File: config.mk
export PLATFORM = sky130hd
export DESIGN_NAME = mbuf_irq_ctrl
export DESIGN_NICKNAME = d
export VERILOG_FILES = /design/src/rtl/mbuf_irq_pkg.sv /design/src/rtl/mbuf_bus_decode.sv /design/src/rtl/mbuf_irq_reduce.sv /design/src/rtl/mbuf_write_gate.sv /design/src/rtl/mbuf_irq_ctrl.sv
export SDC_FILE = /design/constraint.sdc
export NUM_CORES = 1
export LEC_CHECK = 0
export CORE_MARGIN = 1.5
export CORE_UTILIZATION = 35
export DETAILED_ROUTE_END_ITERATION = 8
export DONT_BUFFER_PORTS = 1
export GPL_TIMING_DRIVEN = 0
export PLACE_DENSITY = 0.53
export SLEW_MARGIN = 20
export SYNTH_ARGS = -nofsm -noshare
export SYNTH_HDL_FRONTEND = slang
export SYNTH_SLANG_ARGS = --single-unit
File: constraint.sdc
create_clock -name clk -period 3.05 [get_ports clk]
set_input_delay 0.61 -clock clk [delete_from_list [all_inputs] [get_ports clk]]
set_output_delay 0.61 -clock clk [all_outputs]
set_load 0.03 [all_outputs]
File: src/rtl/mbuf_irq_pkg.sv
package mbuf_irq_pkg;
    typedef enum logic [1:0] {
        BANK_NONE = 2'd0,
        BANK_FLAG = 2'd1,
        BANK_MASK = 2'd2
    } bank_e;
endpackage

File: src/rtl/mbuf_bus_decode.sv
module mbuf_bus_decode
    import mbuf_irq_pkg::*;
#(
    parameter int NUM_BUF = 64,
    parameter int WORD_W  = 32,
    parameter int ADDR_W  = 3
) (
    input  logic                bus_wr,
    input  logic [ADDR_W-1:0]   bus_addr,
    input  logic [WORD_W-1:0]   bus_wdata,
    input  logic [NUM_BUF-1:0]  flag_q,
    input  logic [NUM_BUF-1:0]  mask_q,
    output logic [NUM_BUF-1:0]  clr_o,
    output logic [NUM_BUF-1:0]  mask_we_o,
    output logic [NUM_BUF-1:0]  mask_val_o,
    output logic [WORD_W-1:0]   rdata_o
);
    localparam int NUM_GRP = NUM_BUF / WORD_W;
    localparam int GRP_W   = (NUM_GRP > 1) ? $clog2(NUM_GRP) : 1;

    bank_e             bank;
    logic [GRP_W-1:0]  grp;
    logic [31:0]       addr_ext;
    logic [WORD_W-1:0] flag_word [NUM_GRP];
    logic [WORD_W-1:0] mask_word [NUM_GRP];

    always_comb begin
        addr_ext = 32'(bus_addr);
        bank     = BANK_NONE;
        grp      = '0;
        if (addr_ext < 32'(NUM_GRP)) begin
            bank = BANK_FLAG;
            grp  = GRP_W'(addr_ext);
        end else if (addr_ext < 32'(2 * NUM_GRP)) begin
            bank = BANK_MASK;
            grp  = GRP_W'(addr_ext - 32'(NUM_GRP));
        end
    end

    for (genvar g = 0; g < NUM_GRP; g++) begin : g_grp
        for (genvar k = 0; k < WORD_W; k++) begin : g_bit
            localparam int BUF = g * WORD_W + (WORD_W - 1 - k);
            assign clr_o[BUF]      = bus_wr && (bank == BANK_FLAG) && (grp == GRP_W'(g)) && bus_wdata[k];
            assign mask_we_o[BUF]  = bus_wr && (bank == BANK_MASK) && (grp == GRP_W'(g));
            assign mask_val_o[BUF] = bus_wdata[k];
            assign flag_word[g][k] = flag_q[BUF];
            assign mask_word[g][k] = mask_q[BUF];
        end
    end

    always_comb begin
        case (bank)
            BANK_FLAG: rdata_o = flag_word[grp];
            BANK_MASK: rdata_o = mask_word[grp];
            default:   rdata_o = '0;
        endcase
    end
endmodule

File: src/rtl/mbuf_irq_reduce.sv
module mbuf_irq_reduce #(
    parameter int NUM_BUF = 64,
    parameter int WORD_W  = 32
) (
    input  logic [NUM_BUF-1:0] flag_q,
    input  logic [NUM_BUF-1:0] mask_q,
    output logic               irq_o
);
    localparam int NUM_GRP = NUM_BUF / WORD_W;

    logic [NUM_GRP-1:0] grp_req;

    for (genvar g = 0; g < NUM_GRP; g++) begin : g_req
        assign grp_req[g] = |(flag_q[g*WORD_W +: WORD_W] & mask_q[g*WORD_W +: WORD_W]);
    end

    assign irq_o = |grp_req;
endmodule

File: src/rtl/mbuf_write_gate.sv
module mbuf_write_gate #(
    parameter int NUM_BUF = 64,
    parameter int IDX_W   = 6
) (
    input  logic               req_i,
    input  logic [IDX_W-1:0]   idx_i,
    input  logic               abort_en,
    input  logic [NUM_BUF-1:0] dir_tx,
    input  logic [NUM_BUF-1:0] flag_q,
    output logic               grant_o
);
    logic veto;

    always_comb begin
        veto    = abort_en && dir_tx[idx_i] && flag_q[idx_i];
        grant_o = req_i && !veto;
    end
endmodule

File: src/rtl/mbuf_irq_ctrl.sv
module mbuf_irq_ctrl #(
    parameter int NUM_BUF = 64,
    parameter int WORD_W  = 32,
    parameter int ADDR_W  = 3,
    localparam int IDX_W  = $clog2(NUM_BUF)
) (
    input  logic               clk,
    input  logic               rst_n,
    input  logic [NUM_BUF-1:0] done_i,
    input  logic [NUM_BUF-1:0] dir_tx,
    input  logic               abort_en,
    input  logic               bus_wr,
    input  logic [ADDR_W-1:0]  bus_addr,
    input  logic [WORD_W-1:0]  bus_wdata,
    output logic [WORD_W-1:0]  bus_rdata,
    input  logic               mbw_req,
    input  logic [IDX_W-1:0]   mbw_idx,
    output logic               mbw_grant,
    output logic               irq_o
);
    typedef struct packed {
        logic [NUM_BUF-1:0] flag;
        logic [NUM_BUF-1:0] mask;
    } state_t;

    state_t state_d, state_q;

    logic [NUM_BUF-1:0] flag_q, mask_q;
    logic [NUM_BUF-1:0] clr, mask_we, mask_val;

    assign flag_q = state_q.flag;
    assign mask_q = state_q.mask;

    mbuf_bus_decode #(.NUM_BUF(NUM_BUF), .WORD_W(WORD_W), .ADDR_W(ADDR_W)) u_dec (
        .bus_wr     (bus_wr),
        .bus_addr   (bus_addr),
        .bus_wdata  (bus_wdata),
        .flag_q     (flag_q),
        .mask_q     (mask_q),
        .clr_o      (clr),
        .mask_we_o  (mask_we),
        .mask_val_o (mask_val),
        .rdata_o    (bus_rdata)
    );

    mbuf_irq_reduce #(.NUM_BUF(NUM_BUF), .WORD_W(WORD_W)) u_req (
        .flag_q (flag_q),
        .mask_q (mask_q),
        .irq_o  (irq_o)
    );

    mbuf_write_gate #(.NUM_BUF(NUM_BUF), .IDX_W(IDX_W)) u_gate (
        .req_i    (mbw_req),
        .idx_i    (mbw_idx),
        .abort_en (abort_en),
        .dir_tx   (dir_tx),
        .flag_q   (flag_q),
        .grant_o  (mbw_grant)
    );

    always_comb begin
        state_d      = state_q;
        // a strobe on the same edge as a clear keeps the flag set
        state_d.flag = (state_q.flag & ~clr) | done_i;
        state_d.mask = (state_q.mask & ~mask_we) | (mask_val & mask_we);
    end

    always_ff @(posedge clk or negedge rst_n) begin
        if (!rst_n) begin
            state_q <= '0;
        end else begin
            state_q <= state_d;
        end
    end
endmodule

==> results.tsv, run 1 <==
stage	metric	value	unit
routing	wl_per_cell	31.1	um
layout	layout.nets	767	
layout	layoutNonFillerInstCount	867	
floorplan	rows	50	
pwr	p_total	5.25	mW
critical_path	crit_chain	buf_4 > buf_6 > clkbuf_4 > o211ai_1 > a311o_1 > a311oi_4	
floorplan	start_util	0.361	
critical_path	end_kind	primary output	
routing	drt_iter0_drc	512	
placed_design	hpwlAfterDp	20900	um
layout	final_layout_size_suffix_gt1_frac	0.274	
sta	min_period	3.03	ns
worst_hold_path	hp-class	primary input to asynchronous set/reset pin	
layout	fin_util	0.417	
routing	firstDrtPassIters	7	
floorplan	chipWidth	143	um
run_status	run_status	finished with violations	
routing	wl	27000	um
sta	skew	0	ns
critical_path	crit_path_start_kind	primary input	
critical_path	crit_fanout	10	
pwr	leakage	2.85	nW
sta	final-setup-viol-count	0	
sta	tns	0	ns
yosys	synthFlopType	dfrtp_1	
floorplan	io_pins	208	
clock_network	cts_tree	yes	
clock_network	cts_setup_buffers	0	
grt	grt_pass1_wl	38300	um
yosys	ys_seq_area_frac	0.470	
clock_network	cts_buffer_depth	2	
grt	antenna_found_initial	2	
critical_path	arrival	2.42	ns
sta	final-max-slew-violation-count	0	
critical_path	worst_path_max_delay_cell	a311oi_4	
floorplan	coreArea	18900	um2
layout	layout_common_cells	dfrtp_1, nand2_1, a21o_1, mux2_2	
clock_network	clock_latency	0.43	ns
clock_network	cts_made_buffers	17	
floorplan	die_h	143	um
yosys	netlist_area	6810	um2
yosys	ys_ff_latch	128	
yosys	synth_edf_count	0	
yosys	avgSynthCellArea	11.9	um2
grt	globalRoute.totalOverflow	0	
placed_design	gp_congestion	0.880	
critical_path	crit_required	2.44	ns
clock_network	path_clk_slew	0.05	ns
pwr	irDropWorstVdd	0.347	mV
sta	worst_slew_pin_slew	0.751	ns
critical_path	r2r_cells	1	
sta	rsz0062_at_grt	true	
yosys	synth_cells	574	
sta	slew_headroom	0.499	
sta	timing.fmax	0.330	GHz
yosys	synth_largest_area_cell	dfrtp_1	
floorplan	die_area	20300	um2
yosys	yosysWarnings	0	
grt	grt_usage	0.270	
job	max_cap_viol_count	0	
yosys	synth-async-reset-ratio	1.00	
grt	grt_max_degree	129	
routing	avgViaCountPerCell	6.26	
run_status	violations	hold timing	
critical_path	path_class	primary input to primary output	
yosys	netlist.area_leader.share	0.470	
yosys	syn_nets	748	
clock_network	cts_max_level	4	
sta	hold_viol_final	128	
sta	setup_ws	0.0156	ns
layout	mostFrequentLayoutCell	dfrtp_1	
pwr	power_density	666	nW/um2
placed_design	placed_cells	834	
sta	hold_slack	-0.113	ns
clock_network	cts.sinks	128	
layout	synthToLayoutAreaGrowth	15.6	%
yosys	synth_cell_types	40	
placed_design	preCtsSetupSlack	-0.140	ns
grt	grt_pass1_vias	5737	
clock_network	cts-root-buf	clkbuf_16	
sta	post-route-period-util	0.995	
routing	drc_errors	0	
critical_path	cpPeakStageDelay	0.58	ns
routing	antenna_left	0	
routing	vias	5427	
placed_design	io_buffer_count	0	
yosys	synthTopCellsByArea	dfrtp_1, mux2_2, mux4_2	
[critical path: cells and delay by family]
| kind | cells | cell delay, ns |
|---|---|---|
| buf+inv | 3 | 0.69 |
| compound gates | 3 | 1.10 |
[synth_stat cells, types with 2 or more instances]
library cell	instances
a311o_1	2
a32oi_1	4
nand3_1	26
a21o_1	64
a311oi_1	3
buf_2	20
a41oi_1	2
buf_6	3
and3b_1	5
nand4_1	7
mux4_2	32
dfrtp_1	128
clkbuf_1	10
a221oi_1	16
nor2b_1	32
mux2_2	64
o21ai_0	2
nand2_1	85
inv_1	3
a22o_1	16
a31oi_1	9
nor4bb_1	2
nand3b_1	5
o211ai_1	18
[cells by family (layout without fill, tap and decap cells)]
| group | after synthesis | in the layout | synth area share |
|---|---|---|---|
| AND/OR/NAND/NOR | 172 | 172 | 0.129 |
| flip-flops | 128 | 128 | 0.470 |
| multiplexers | 96 | 96 | 0.212 |
| AO/OA/AOI/OAI | 140 | 140 | 0.160 |
| buffers and inverters | 38 | 69 | 0.0285 |
| other | 0 | 2 | 0 |
[metrics by stage]
| step | instance area (um2) | hold WS, ns |
|---|---|---|
| 2_1_floorplan | 6810 | 0.314 |
| 3_3_place_gp | 7140 | 0.319 |
| 3_5_place_dp | 7140 | 0.320 |
| 4_1_cts | 7830 | -0.143 |
| 5_1_grt | 7870 | -0.135 |
| 6_report | 7870 | -0.113 |
[routing by layer]
layer	routed length [um]	track usage	share of wire
met1	10400	0.330	0.39
met5	9	0	0.00033
met4	1070	0.119	0.040
met3	3030	0.103	0.11
met2	12400	0.424	0.46
[final cells by class]
class                           count  area, um2
Clock inverter                     14        240
Clock buffer                       17        425
Tap cell                          260        325
Inverter                            3       11.3
Multi-Input combinational cell    408       3480
Sequential cell                   128       3200
Antenna cell                        2       5.00
Buffer                             35        186
Fill cell                        1853      11000
[power breakdown]
part | switching [mW] | leakage (nW) | total, mW | internal, mW
Sequential | 0.215 | 1.34 | 2.12 | 1.91
Combinational | 0.404 | 1.19 | 0.808 | 0.404
Clock | 0.789 | 0.319 | 2.32 | 1.53
Total | 1.41 | 2.85 | 5.25 | 3.84
[final timing paths]
| check | start | to | slack (ns) |
|---|---|---|---|
| hold / removal | rst_n | flag_q[18]$_DFF_PN0_ | -0.11 |
| setup / recovery | mbw_idx[0] | mbw_grant | 0.02 |
| max in group asynchronous | rst_n | asynchronous set/reset pin | 2.94 |
| setup reg to reg | register | register | 2.20 |
| hold reg to reg | register | register | 0.54 |
| min in group clk | done_i[15] | flag_q[15]$_DFF_PN0_ | 0.27 |
[what timing repair did]
item / CTS / global route
pin swaps: 1 / 2
resized for setup: 4 / 9
endpoints found under the hold margin: 128 / 128
setup endpoints to repair: 2 / 7
Power figures use the tool's default switching activity.
==> run 2, diff against run 1 <==
Settings changed: PLACE_DENSITY 0.53 to not set.
==> results.tsv, run 2 (same netlist as run 1, synthesis figures left out) <==
stage	metric	value	unit	change
run_status	run_status	finished with violations		unchanged
run_status	violations	hold timing, setup timing		was hold timing
sta	final-max-slew-violation-count	0		unchanged
layout	layout_common_cells	dfrtp_1, nand2_1, a21o_1, mux2_2, mux4_2		was dfrtp_1, nand2_1, a21o_1, mux2_2
floorplan	chipWidth	143	um	unchanged
routing	avgViaCountPerCell	6.29		was 6.26
pwr	power_density	637	nW/um2	was 666 nW/um2
pwr	p_total	4.97	mW	was 5.25 mW
grt	grt_pass1_vias	5722		was 5737
sta	hold_viol_final	128		unchanged
sta	timing.fmax	0.326	GHz	was 0.330 GHz
clock_network	clock_latency	0.43	ns	about the same
placed_design	placed_cells	834		unchanged
floorplan	rows	50		unchanged
routing	wl_per_cell	30.8	um	was 31.1 um
pwr	irDropWorstVdd	0.389	mV	was 0.347 mV
grt	grt_pass1_wl	38400	um	was 38300 um
grt	grt_usage	0.271		was 0.270
grt	globalRoute.totalOverflow	0		unchanged
sta	slew_headroom	0.449		was 0.499
layout	layout.nets	771		was 767
sta	setup_ws	-0.0137	ns	was 0.0156 ns
critical_path	crit_fanout	10		unchanged
critical_path	crit_path_start_kind	primary input		unchanged
worst_hold_path	hp-class	primary input to asynchronous set/reset pin		unchanged
floorplan	die_area	20300	um2	unchanged
sta	final-setup-viol-count	1		was 0
placed_design	io_buffer_count	0		unchanged
sta	worst_slew_pin_slew	0.827	ns	was 0.751 ns
pwr	leakage	2.83	nW	was 2.85 nW
layout	synthToLayoutAreaGrowth	14.5	%	was 15.6%
floorplan	coreArea	18900	um2	unchanged
sta	min_period	3.06	ns	was 3.03 ns
clock_network	cts_tree	yes		unchanged
grt	grt_max_degree	129		unchanged
sta	post-route-period-util	1.00		was 0.995
placed_design	hpwlAfterDp	20800	um	was 20900 um
grt	antenna_found_initial	3		was 2
clock_network	cts_made_buffers	17		unchanged
routing	antenna_left	0		unchanged
critical_path	crit_required	2.44	ns	about the same
layout	final_layout_size_suffix_gt1_frac	0.274		about the same
routing	drc_errors	0		unchanged
clock_network	cts_max_level	4		unchanged
placed_design	preCtsSetupSlack	-0.120	ns	was -0.140 ns
sta	rsz0062_at_grt	true		unchanged
placed_design	gp_congestion	0.941		was 0.880
floorplan	io_pins	208		unchanged
critical_path	arrival	2.45	ns	was 2.42 ns
sta	hold_slack	-0.125	ns	was -0.113 ns
floorplan	die_h	143	um	unchanged
floorplan	start_util	0.361		unchanged
clock_network	cts-root-buf	clkbuf_16		unchanged
critical_path	path_class	primary input to primary output		unchanged
routing	wl	26900	um	was 27000 um
clock_network	cts.sinks	128		unchanged
routing	drt_iter0_drc	592		was 512
clock_network	path_clk_slew	0.06	ns	was 0.05 ns
critical_path	end_kind	primary output		unchanged
sta	skew	0	ns	unchanged
routing	vias	5484		was 5427
clock_network	cts_buffer_depth	2		unchanged
layout	mostFrequentLayoutCell	dfrtp_1		unchanged
routing	firstDrtPassIters	7		unchanged
layout	fin_util	0.413		was 0.417
layout	n_fill_cell	1862		was 1853
job	max_cap_viol_count	0		unchanged
layout	layoutNonFillerInstCount	872		was 867
## run 2: cell count changes in the layout (fill, tap and decap cells not counted), sizes merged
cell,previous run,this run
buf,24,28
bufinv,6,3
clkbuf,28,30
clkinvlp,2,3
diode,2,3
## run 2: final timing paths
kind                       cells after the start       start                   end  slack (ns)
setup / recovery                               7  mbw_idx[0]             mbw_grant       -0.01
hold / removal                                 0       rst_n  flag_q[50]$_DFF_PN0_       -0.13
setup reg to reg                               1    register              register        2.20
hold reg to reg                                1    register              register        0.54
max in group asynchronous                      0       rst_n   flag_q[9]$_DFF_PN0_        2.83
min in group clk                               1  done_i[61]  flag_q[61]$_DFF_PN0_        0.27
## run 2: cell type report
cell class / count / area (um2) / share of cell area
buffer: 35 / 186 / 0.0239
inverter: 3 / 11.3 / 0.00144
clock inverter: 12 / 143 / 0.0183
multi-input combinational: 408 / 3450 / 0.443
tap: 260 / 325 / 0.0417
antenna: 3 / 7.51 / 0.000962
clock buffer: 19 / 443 / 0.0568
sequential: 128 / 3200 / 0.411
timing repair buffer: 4 / 30.0 / 0.00385
## run 2: through the flow
step	hold WS, ns	cell area, um2	TNS [ns]
5_1_grt	-0.142	7800	-0.0547
4_1_cts	-0.142	7740	0
6_report	-0.125	7800	-0.0137
2_1_floorplan	0.314	6810	0
3_3_place_gp	0.320	7140	-0.567
3_5_place_dp	0.322	7140	-0.120
## run 2: per-layer routing
metal  GRT usage  wire length, um  share of wire  up-vias
met2       0.430            12400           0.46      383
li1            -                -              -     2238
met4       0.118             1030          0.038        0
met1       0.315             9740           0.36     2805
met5           0                0              0        -
met3       0.126             3750           0.14       58
## run 2: critical path, cell delays in order
cell and delay (ns):
buf_4 0.18, buf_6 0.18, nor2_1 0.06, a31oi_1 0.27
a21oi_1 0.12, a311o_1 0.42, a311oi_4 0.61
## run 2: report_power, final
part / internal, mW / switching, mW
Combinational: 0.404 / 0.399
Clock: 1.29 / 0.755
Sequential: 1.91 / 0.215
Total: 3.60 / 1.37
## run 2: repair_timing
action,CTS,global route
gates resized for setup,2,7
setup endpoints to repair,1,5
pin swaps,1,3
setup buffers,0,4
hold endpoints to repair,128,128
cloned,0,0
